**config.mk**
```make
export PLATFORM = sky130hd
export DESIGN_NAME = cmp_tone_gen
export DESIGN_NICKNAME = d
export VERILOG_FILES = /design/src/rtl/ctg_pkg.sv /design/src/rtl/ctg_regs.sv /design/src/rtl/ctg_phase_acc.sv /design/src/rtl/ctg_lfsr.sv /design/src/rtl/ctg_path_enc.sv /design/src/rtl/cmp_tone_gen.sv
export SDC_FILE = /design/constraint.sdc
export NUM_CORES = 1
export LEC_CHECK = 0
export CORE_MARGIN = 4
export CORE_UTILIZATION = 59
export CTS_BUF_LIST = sky130_fd_sc_hd__clkbuf_16
export DETAILED_ROUTE_END_ITERATION = 8
export GPL_TIMING_DRIVEN = 0
export PLACE_DENSITY = 0.95
export SYNTH_ARGS = -nofsm -noshare
export SYNTH_HDL_FRONTEND = slang
export SYNTH_SLANG_ARGS = --single-unit
```
**constraint.sdc**
```tcl
create_clock -name clk -period 3 [get_ports clk]
set_input_delay 0.6 -clock clk [delete_from_list [all_inputs] [get_ports clk]]
set_output_delay 0.6 -clock clk [all_outputs]
set_load 0.005 [all_outputs]
```
**src/rtl/ctg_pkg.sv**
```systemverilog
package ctg_pkg;
   localparam int CODE_W    = 8;
   localparam int MAG_W     = 7;
   localparam int NUM_PATHS = 2;
   localparam int NUM_TONES = 2;
   localparam int PATH_TX   = 0;
   localparam int PATH_RX   = 1;

   typedef enum logic [1:0] {
      PAT_TONE_A     = 2'b00,
      PAT_TONE_A_INV = 2'b01,
      PAT_TONE_B     = 2'b10,
      PAT_NOISE      = 2'b11
   } pat_mode_e;

   typedef struct packed {
      logic      rx_en;
      logic      tx_en;
      pat_mode_e mode;
   } ctl_t;

   localparam logic [CODE_W-1:0] ALAW_MASK  = 8'h55;
   localparam logic [CODE_W-1:0] MULAW_MASK = 8'h7F;

   function automatic logic [CODE_W-1:0] compand_line(input logic sign,
                                                      input logic [MAG_W-1:0] mag,
                                                      input logic mu);
      logic [CODE_W-1:0] raw;
      raw = {sign, mag};
      return mu ? (raw ^ MULAW_MASK) : (raw ^ ALAW_MASK);
   endfunction

   function automatic logic [MAG_W-1:0] line_mag(input logic [CODE_W-1:0] code,
                                                 input logic mu);
      return mu ? (code[MAG_W-1:0] ^ MULAW_MASK[MAG_W-1:0])
                : (code[MAG_W-1:0] ^ ALAW_MASK[MAG_W-1:0]);
   endfunction
endpackage

```
**src/rtl/ctg_regs.sv**
```systemverilog
module ctg_regs
   import ctg_pkg::*;
#(
   parameter int               ADDR_W     = 2,
   parameter logic [MAG_W-1:0] TX_MAG_RST = 7'h00,
   parameter logic [MAG_W-1:0] RX_MAG_RST = 7'h55
) (
   input  logic                              clk,
   input  logic                              rst_n,
   input  logic                              wr_en,
   input  logic [ADDR_W-1:0]                 wr_addr,
   input  logic [CODE_W-1:0]                 wr_data,
   input  logic                              smp_stb,
   output ctl_t                              stg_ctl,
   output logic [NUM_PATHS-1:0][MAG_W-1:0]   stg_mag,
   output ctl_t                              act_ctl,
   output logic [NUM_PATHS-1:0][MAG_W-1:0]   act_mag
);
   localparam logic [ADDR_W-1:0] ADDR_CTL = ADDR_W'(0);
   localparam logic [NUM_PATHS-1:0][MAG_W-1:0] MAG_RST = {RX_MAG_RST, TX_MAG_RST};

   if (ADDR_W < 2) begin : g_bad_addr
      $error("ctg_regs: ADDR_W must be at least 2");
   end

   logic unused_wr_msb;
   assign unused_wr_msb = wr_data[CODE_W-1];

   always_ff @(posedge clk or negedge rst_n) begin
      if (!rst_n) begin
         stg_ctl <= '0;
         act_ctl <= '0;
      end else begin
         if (wr_en && (wr_addr == ADDR_CTL))
            stg_ctl <= ctl_t'(wr_data[$bits(ctl_t)-1:0]);
         if (smp_stb)
            act_ctl <= stg_ctl;
      end
   end

   for (genvar p = 0; p < NUM_PATHS; p++) begin : g_mag
      localparam logic [ADDR_W-1:0] ADDR_MAG = ADDR_W'(p + 1);
      always_ff @(posedge clk or negedge rst_n) begin
         if (!rst_n) begin
            stg_mag[p] <= MAG_RST[p];
            act_mag[p] <= MAG_RST[p];
         end else begin
            if (wr_en && (wr_addr == ADDR_MAG))
               stg_mag[p] <= wr_data[MAG_W-1:0];
            if (smp_stb)
               act_mag[p] <= stg_mag[p];
         end
      end
   end

   AST_ACT_HOLD: assert property (@(posedge clk) disable iff (!rst_n)
      !smp_stb |=> ($stable(act_ctl) && $stable(act_mag)));
endmodule

```
**src/rtl/ctg_phase_acc.sv**
```systemverilog
module ctg_phase_acc #(
   parameter int ACC_W   = 16,
   parameter int FS_HZ   = 8000,
   parameter int FREQ_HZ = 2105
) (
   input  logic clk,
   input  logic rst_n,
   input  logic step,
   output logic msb_nxt
);
   localparam logic [63:0] INC64 =
      ((64'(FREQ_HZ) << ACC_W) + 64'(FS_HZ / 2)) / 64'(FS_HZ);
   localparam logic [ACC_W-1:0] INC = INC64[ACC_W-1:0];

   if (ACC_W < 8 || ACC_W > 32) begin : g_bad_w
      $error("ctg_phase_acc: ACC_W out of range");
   end
   if (FREQ_HZ <= 0 || 2 * FREQ_HZ >= FS_HZ) begin : g_bad_f
      $error("ctg_phase_acc: tone must lie below half the sample rate");
   end

   logic [ACC_W-1:0] acc;
   logic [ACC_W-1:0] acc_nxt;

   assign acc_nxt = acc + INC;
   assign msb_nxt = acc_nxt[ACC_W-1];

   always_ff @(posedge clk or negedge rst_n) begin
      if (!rst_n)    acc <= '0;
      else if (step) acc <= acc_nxt;
   end

   AST_ACC_IDLE: assert property (@(posedge clk) disable iff (!rst_n)
      !step |=> $stable(acc));
endmodule

```
**src/rtl/ctg_lfsr.sv**
```systemverilog
module ctg_lfsr #(
   parameter int          W    = 15,
   parameter int unsigned SEED = 1
) (
   input  logic clk,
   input  logic rst_n,
   input  logic step,
   output logic bit_nxt
);
   function automatic logic [63:0] tap_mask(input int w);
      case (w)
         7:       return 64'h0000_0000_0000_0060;
         15:      return 64'h0000_0000_0000_6000;
         16:      return 64'h0000_0000_0000_D008;
         31:      return 64'h0000_0000_4800_0000;
         default: return 64'h0;
      endcase
   endfunction

   localparam logic [63:0]  TAP_ALL = tap_mask(W);
   localparam logic [W-1:0] TAPS    = TAP_ALL[W-1:0];
   localparam logic [W-1:0] SEED_W  = W'(SEED);

   if (TAP_ALL == 64'h0) begin : g_bad_w
      $error("ctg_lfsr: unsupported register length");
   end
   if (SEED_W == '0) begin : g_bad_seed
      $error("ctg_lfsr: seed must be nonzero");
   end

   logic [W-1:0] q;

   assign bit_nxt = ^(q & TAPS);

   always_ff @(posedge clk or negedge rst_n) begin
      if (!rst_n)    q <= SEED_W;
      else if (step) q <= {q[W-2:0], bit_nxt};
   end

   AST_LFSR_LIVE: assert property (@(posedge clk) disable iff (!rst_n)
      q != '0);
   AST_LFSR_IDLE: assert property (@(posedge clk) disable iff (!rst_n)
      !step |=> $stable(q));
endmodule

```
**src/rtl/ctg_path_enc.sv**
```systemverilog
module ctg_path_enc
   import ctg_pkg::*;
#(
   parameter logic [MAG_W-1:0] MAG_RST = 7'h00
) (
   input  logic              clk,
   input  logic              rst_n,
   input  logic              smp_stb,
   input  logic              sign_nxt,
   input  logic [MAG_W-1:0]  mag_nxt,
   input  logic [MAG_W-1:0]  mag_act,
   input  logic              law_sel,
   input  logic              en,
   input  logic [CODE_W-1:0] din,
   output logic [CODE_W-1:0] dout
);
   logic             sign_q;
   logic [MAG_W-1:0] mag_q;
   logic             mu_q;
   logic [CODE_W-1:0] gen_byte;

   always_ff @(posedge clk or negedge rst_n) begin
      if (!rst_n) begin
         sign_q <= 1'b0;
         mag_q  <= MAG_RST;
         mu_q   <= 1'b0;
      end else if (smp_stb) begin
         sign_q <= sign_nxt;
         mag_q  <= mag_nxt;
         mu_q   <= law_sel;
      end
   end

   assign gen_byte = compand_line(sign_q, mag_q, mu_q);
   assign dout     = en ? gen_byte : din;

   AST_MAG_FIXED: assert property (@(posedge clk) disable iff (!rst_n)
      en |-> (line_mag(dout, mu_q) == mag_act));
   AST_GEN_HOLD: assert property (@(posedge clk) disable iff (!rst_n)
      (en && !smp_stb) |=> $stable(dout));
endmodule

```
**src/rtl/cmp_tone_gen.sv**
```systemverilog
module cmp_tone_gen
   import ctg_pkg::*;
#(
   parameter int               ADDR_W     = 2,
   parameter int               ACC_W      = 16,
   parameter int               FS_HZ      = 8000,
   parameter int               TONE_A_HZ  = 2105,
   parameter int               TONE_B_HZ  = 2010,
   parameter int               LFSR_W     = 15,
   parameter int unsigned      LFSR_SEED  = 1,
   parameter logic [MAG_W-1:0] TX_MAG_RST = 7'h00,
   parameter logic [MAG_W-1:0] RX_MAG_RST = 7'h55
) (
   input  logic              clk,
   input  logic              rst_n,
   input  logic              wr_en,
   input  logic [ADDR_W-1:0] wr_addr,
   input  logic [7:0]        wr_data,
   input  logic              smp_stb,
   input  logic              law_sel,
   input  logic [7:0]        tx_in,
   input  logic [7:0]        rx_in,
   output logic [7:0]        tx_out,
   output logic [7:0]        rx_out
);
   localparam int TONE_SEL_A = 0;
   localparam int TONE_SEL_B = 1;

   if (CODE_W != MAG_W + 1) begin : g_bad_code
      $error("cmp_tone_gen: code width must be magnitude width plus sign");
   end
   if (TONE_A_HZ == TONE_B_HZ) begin : g_same_tone
      $error("cmp_tone_gen: tone rates must differ");
   end

   ctl_t                            stg_ctl;
   ctl_t                            act_ctl;
   logic [NUM_PATHS-1:0][MAG_W-1:0] stg_mag;
   logic [NUM_PATHS-1:0][MAG_W-1:0] act_mag;
   logic [NUM_TONES-1:0]            tone_msb;
   logic                            noise_bit;
   logic                            sign_nxt;
   logic [NUM_PATHS-1:0]            path_en;
   logic [NUM_PATHS-1:0][CODE_W-1:0] path_in;
   logic [NUM_PATHS-1:0][CODE_W-1:0] path_out;

   ctg_regs #(
      .ADDR_W     (ADDR_W),
      .TX_MAG_RST (TX_MAG_RST),
      .RX_MAG_RST (RX_MAG_RST)
   ) u_regs (
      .clk     (clk),
      .rst_n   (rst_n),
      .wr_en   (wr_en),
      .wr_addr (wr_addr),
      .wr_data (wr_data),
      .smp_stb (smp_stb),
      .stg_ctl (stg_ctl),
      .stg_mag (stg_mag),
      .act_ctl (act_ctl),
      .act_mag (act_mag)
   );

   for (genvar t = 0; t < NUM_TONES; t++) begin : g_tone
      localparam int FREQ = (t == TONE_SEL_A) ? TONE_A_HZ : TONE_B_HZ;
      ctg_phase_acc #(
         .ACC_W   (ACC_W),
         .FS_HZ   (FS_HZ),
         .FREQ_HZ (FREQ)
      ) u_acc (
         .clk     (clk),
         .rst_n   (rst_n),
         .step    (smp_stb),
         .msb_nxt (tone_msb[t])
      );
   end

   ctg_lfsr #(
      .W    (LFSR_W),
      .SEED (LFSR_SEED)
   ) u_lfsr (
      .clk     (clk),
      .rst_n   (rst_n),
      .step    (smp_stb),
      .bit_nxt (noise_bit)
   );

   always_comb begin
      unique case (stg_ctl.mode)
         PAT_TONE_A:     sign_nxt = tone_msb[TONE_SEL_A];
         PAT_TONE_A_INV: sign_nxt = ~tone_msb[TONE_SEL_A];
         PAT_TONE_B:     sign_nxt = tone_msb[TONE_SEL_B];
         default:        sign_nxt = noise_bit;
      endcase
   end

   assign path_en[PATH_TX] = act_ctl.tx_en;
   assign path_en[PATH_RX] = act_ctl.rx_en;
   assign path_in[PATH_TX] = tx_in;
   assign path_in[PATH_RX] = rx_in;

   for (genvar p = 0; p < NUM_PATHS; p++) begin : g_path
      localparam logic [MAG_W-1:0] MRST = (p == PATH_TX) ? TX_MAG_RST : RX_MAG_RST;
      ctg_path_enc #(
         .MAG_RST (MRST)
      ) u_enc (
         .clk      (clk),
         .rst_n    (rst_n),
         .smp_stb  (smp_stb),
         .sign_nxt (sign_nxt),
         .mag_nxt  (stg_mag[p]),
         .mag_act  (act_mag[p]),
         .law_sel  (law_sel),
         .en       (path_en[p]),
         .din      (path_in[p]),
         .dout     (path_out[p])
      );
   end

   assign tx_out = path_out[PATH_TX];
   assign rx_out = path_out[PATH_RX];

   AST_PASS_TX: assert property (@(posedge clk) disable iff (!rst_n)
      !act_ctl.tx_en |-> (tx_out == tx_in));
endmodule

```
# == Yosys cells after proc, flatten, opt, wreduce, memory -nomap -nowiden ==
# Index checks and enable logic that the tools add are counted.
# word_totals
out_inout_bits,16
elab_cells,36
in_bits,31
reg_bits,83
# op_classes
eq_ne,4
mux,5
add_sub_neg,2
n_reduce_logical,6
bitwise_logic,5
# ops
op,n
adder 16 x 15 -> 16 bit (second input constant),2
two-way mux 8 bit,2
XOR reduction 15 bit,1
two-way mux 7 bit,2
inverter 7 bit,2
inverter 4 bit,2
equality test 2 x 1 -> 1 bit (second input constant),2
equality test 2 bit (second input constant),2
zero test 2 bit,2
logical AND 1 bit,3
case mux 1 bit (3 select lines),1
inverter 1 bit,1

# == Depth between registers and ports, before layout ==
# logic_depth
depth_word,3
ltp_mapped,7
ltp_nobuf,7

# == Hierarchy ==
# From an unflattened synthesis, not the netlist that was laid out.
# hier_totals
cells_unflattened,317
hier_area_um2,4345.4
# modules_own_cells
mod,cells_each,area_each_um2,instances,seq_area_each_um2
ctg_regs,77,1370.1,1,910.9
ctg_phase_acc (g_tone[0].u_acc),69,705.7,1,350.3
ctg_phase_acc (g_tone[1].u_acc),59,689.4,1,375.4
ctg_lfsr,33,623.1,1,376.6
ctg_path_enc (g_path[1].u_enc),38,466.7,1,230.2
ctg_path_enc (g_path[0].u_enc),38,461.7,1,225.2
cmp_tone_gen,3,28.8,1,0.0

# == Worst setup path before layout ==
# OpenSTA, ideal clock, no wires.
# synth_path
path_type,reg-to-reg
from,register g_tone[1].u_acc.acc[1]
to,register g_path[1].u_enc.sign_q
required_time_ns,2.874
setup_slack_ns,1.406
arrival_time_ns,1.468
path_stages_with_launch,7
setup_ns,0.126
path_buffers,0
period_less_slack_ns,1.594
path_cell_list,dfrtp_1 -> ha_1 -> a21o_1 -> a21o_1 -> a21oi_2 -> xnor2_1 -> o311a_1
# synth_between
elab_chain_cells,2
# synth_lines
item,line,source
"start, declared",ctg_phase_acc.sv:22,logic [ACC_W-1:0] acc;
"start signal, assigned",ctg_phase_acc.sv:30,else if (step) acc <= acc_nxt;
adder 16 x 15 -> 16 bit,ctg_phase_acc.sv:25,assign acc_nxt = acc + INC;
case mux 1 bit (3 select lines),cmp_tone_gen.sv:89,unique case (stg_ctl.mode)
"end signal, assigned",ctg_path_enc.sv:28,sign_q <= sign_nxt;
"end, declared",ctg_path_enc.sv:17,logic sign_q;
# Every way passes these cells.
# A chain may end at the register's enable or synchronous reset.

# == Worst setup path in the final report ==
# layout_path
from,register u_regs.act_ctl[2] (netlist name)
to,output tx_out[2]
# layout_between
elab_chain_cells,1
# layout_lines
item,line,source
two-way mux 8 bit,ctg_path_enc.sv:35,assign dout = en ? gen_byte : din;
"end, declared",cmp_tone_gen.sv:23,"output logic [7:0] tx_out,"
# Every way passes these cells.

==> results.yml <==
clock_tree:
  cts_hold_buf: 0
  cts_tree: "done"
  htreeDepth: 3
  cts_resized: 0
  clk_path_buf_depth: 2
  clock_latency_ns: 0.33
  clockRootBuffer: "clkbuf_16"
  postCtsSetupBuffers: 0
  cts_buffers: 9
  cts.sinks: 80
  path_clk_slew_ns: 0.06
placed_design:
  dp.cells: 394
  hpwl_um: 5100
  pre_cts_slack_ns: 0.630
  numPortBuffers: 44
  routabilityCongestion: 0.726
drt:
  drtIter0Drc: 136
  drc: 0
  wire_per_inst_um: 17.6
  vias_per_cell: 5.53
  vias: 2267
  ant_nets: 0
  drt-total-wl_um: 7230
  dr.pass1.iters: 4
run:
  drv_cap: 0
pwr:
  powerDensity_nw_per_um2: 916
  p_leak_nw: 1.89
  peakVddDrop_v: 0.000624
  fin_total_pwr_w: 0.00402
setup_path:
  cp_data_arrival_time_ns: 2.00
  reg2regPathDepth: 6
  crit_path_end_kind: "primary output"
  max_stage_delay_ns: 0.53
  critical_path_required_ns: 2.40
  worst-path-buf-inv: 2
  cp_cell_sequence: "clkbuf_1 > mux2i_1 > clkdlybuf4s50_1"
  cp_slowest_cell: "clkdlybuf4s50_1"
  regToRegEndpoint: "g_path[1].u_enc.sign_q$_DFFE_PN0P_"
  start_kind: "flop"
  worstPathMaxFanout: 10
  ff2ff_setup_slack_ns: 1.17
  crit_family: "buffers and inverters"
  r2r-start: "g_tone[1].u_acc.acc[1]$_DFFE_PN0P_"
  cp.depth: 3
  path_class: "reg2out"
timing:
  fmax_ghz: 0.384
  finalSetupViolCount: 0
  worst_slew_pin_slew_ns: 0.644
  fin_skew_ns: 0.00651
  timing.final.crit_share: 0.867
  slew_viol_final: 0
  tns_ns: 0
  final-hold-violation-count: 0
  rsz0062_at_grt: "false"
  timing.hold.ws_ns: 0.104
  slew_headroom: 0.571
  setup_slack_ns: 0.399
  fin_crit_ns: 2.60
die:
  die_h_um: 85.5
  dieArea_um2: 7320
  rows: 27
  core_um2: 5680
  start_util: 0.625
  io_pins: 47
  die_w_um: 85.5
logic_synthesis:
  synth-edff-count: 0
  yosysUniqueCellTypes: 35
  synth.avg_cell_area_um2: 12.8
  yosysWarnings: 0
  synth_async_sr_flop_share: 1.00
  netlist_instances: 277
  syn_area_um2: 3550
  ys_ff_latch: 80
  seq_area_frac_synth: 0.568
  syn_nets: 310
  ys.flop_type: "dfrtp_1"
finish:
  multiInputGateArea_um2: 1450
  ff_latch_area_um2: 2010
  final_layout_size_suffix_gt1_frac: 0.249
  area_growth_pct: 23.8
  final_nets: 366
  fillers: 320
  stdcell_count: 410
  diodes: 0
grt:
  grt_start_max_net_pins: 71
  grt_pass1_vias: 2598
  grt_use_total: 0.223
  overflow: 0
  antenna_found_initial: 0
  grt_pass1_wl_um: 12600
status:
  status: "completed"
min_path:
  hold_path_class: "in2async"
## cells in the final DEF (no fill, tap or decap), types with 11 or more instances in the layout
cell type and count:
nor2_1 14, mux2_2 52, dfrtp_1 71, clkdlybuf4s50_1 43, nand2_1 11, inv_1 12
xor2_1 14, xnor2_1 22, a21oi_1 11
## metrics by stage
stage               cell area [um^2]   util
floorplan                       3550      -
global placement                4080  0.718
detailed placement              4100  0.723
CTS                             4390  0.774
global route                    4390  0.774
finish                          4390  0.774
## where the power goes
| group | internal, W | leakage [nW] | total (W) | switching, W |
|---|---|---|---|---|
| sequential | 0.00151 | 0.934 | 0.00185 | 0.000338 |
| combinational | 0.000643 | 0.825 | 0.00113 | 0.000484 |
| clock | 0.000635 | 0.134 | 0.00105 | 0.000414 |
| total | 0.00279 | 1.89 | 0.00402 | 0.00124 |
## cells by family (layout without fill, tap and decap cells)
kind of cell	Yosys count	count (layout)	share of synthesized area
xor+xnor	36	36	0.0889
mux	61	61	0.190
simple gates	49	49	0.0741
compound gates	28	28	0.0483
fa+ha+maj	2	2	0.00705
flops	80	80	0.568
buf+inv	21	82	0.0236
## flip-flops by register name, summed over array words and instances (netlist names)
signal	flops
g_tone.u_acc.acc	29
u_lfsr.q	15
g_path.u_enc.mag_q	14
u_regs.stg_mag	14
g_path.u_enc.sign_q	1
g_path.u_enc.mu_q	1
u_regs.act_ctl	2
u_regs.stg_ctl	4
## worst max path at each step
stage | from | endpoint | slack, ns
after floorplan | g_tone[1].u_acc.acc[1]$_DFFE_PN0P_ | g_path[1].u_enc.sign_q$_DFFE_PN0P_ | 1.41
after global placement | rst_n | u_lfsr.q[5]$_DFFE_PN0P_ | -1.26
after detailed placement | rx_in[6] | rx_out[6] | 0.63
after CTS | u_regs.act_ctl[2]$_DFFE_PN0P_ | tx_out[2] | 0.38
after global routing | u_regs.act_ctl[2]$_DFFE_PN0P_ | tx_out[4] | 0.30
final | u_regs.act_ctl[2]$_DFFE_PN0P_ | tx_out[2] | 0.40
## cell type report
cell class	instances	area share
clock buffers	9	0.0513
inverters	11	0.00940
repair buffers	45	0.106
flip-flops and latches	80	0.458
well taps	72	0.0205
clock inverters	7	0.0145
multi-input cells	176	0.330
plain buffers	10	0.00969
## synthesized netlist by cell type (3+ instances only)
cell | n | area, um^2
dfrtp_1 | 71 | 1780
mux2_2 | 52 | 586
xnor2_1 | 22 | 193
nor2_1 | 14 | 52.6
xor2_1 | 14 | 123
a21oi_1 | 11 | 55.1
inv_1 | 11 | 41.3
nand2_1 | 11 | 41.3
dfstp_2 | 9 | 236
mux2i_1 | 9 | 90.1
clkbuf_1 | 5 | 18.8
nand4_1 | 5 | 31.3
buf_2 | 4 | 20.0
nand2b_1 | 4 | 25.0
o21ai_0 | 4 | 20.0
a21boi_0 | 3 | 22.5
a21o_1 | 3 | 22.5
nor2b_1 | 3 | 18.8
## worst reg2reg max path, cell delays in order, from the launching register on
cell	delay [ns]
dfrtp_1	0.41
ha_1	0.23
a21o_1	0.21
a21o_1	0.22
a21oi_2	0.19
xnor2_1	0.10
o311a_1	0.33
## routing by layer
metal | global-route usage | routed length [um] | vias up
met2 | 0.397 | 3980 | 38
met1 | 0.255 | 3010 | 1161
met4 | 0.0734 | 68 | 0
li1 | - | - | 1064
met5 | 0 | 0 | -
met3 | 0.0711 | 176 | 4
(Power assumes the default switching activity.)
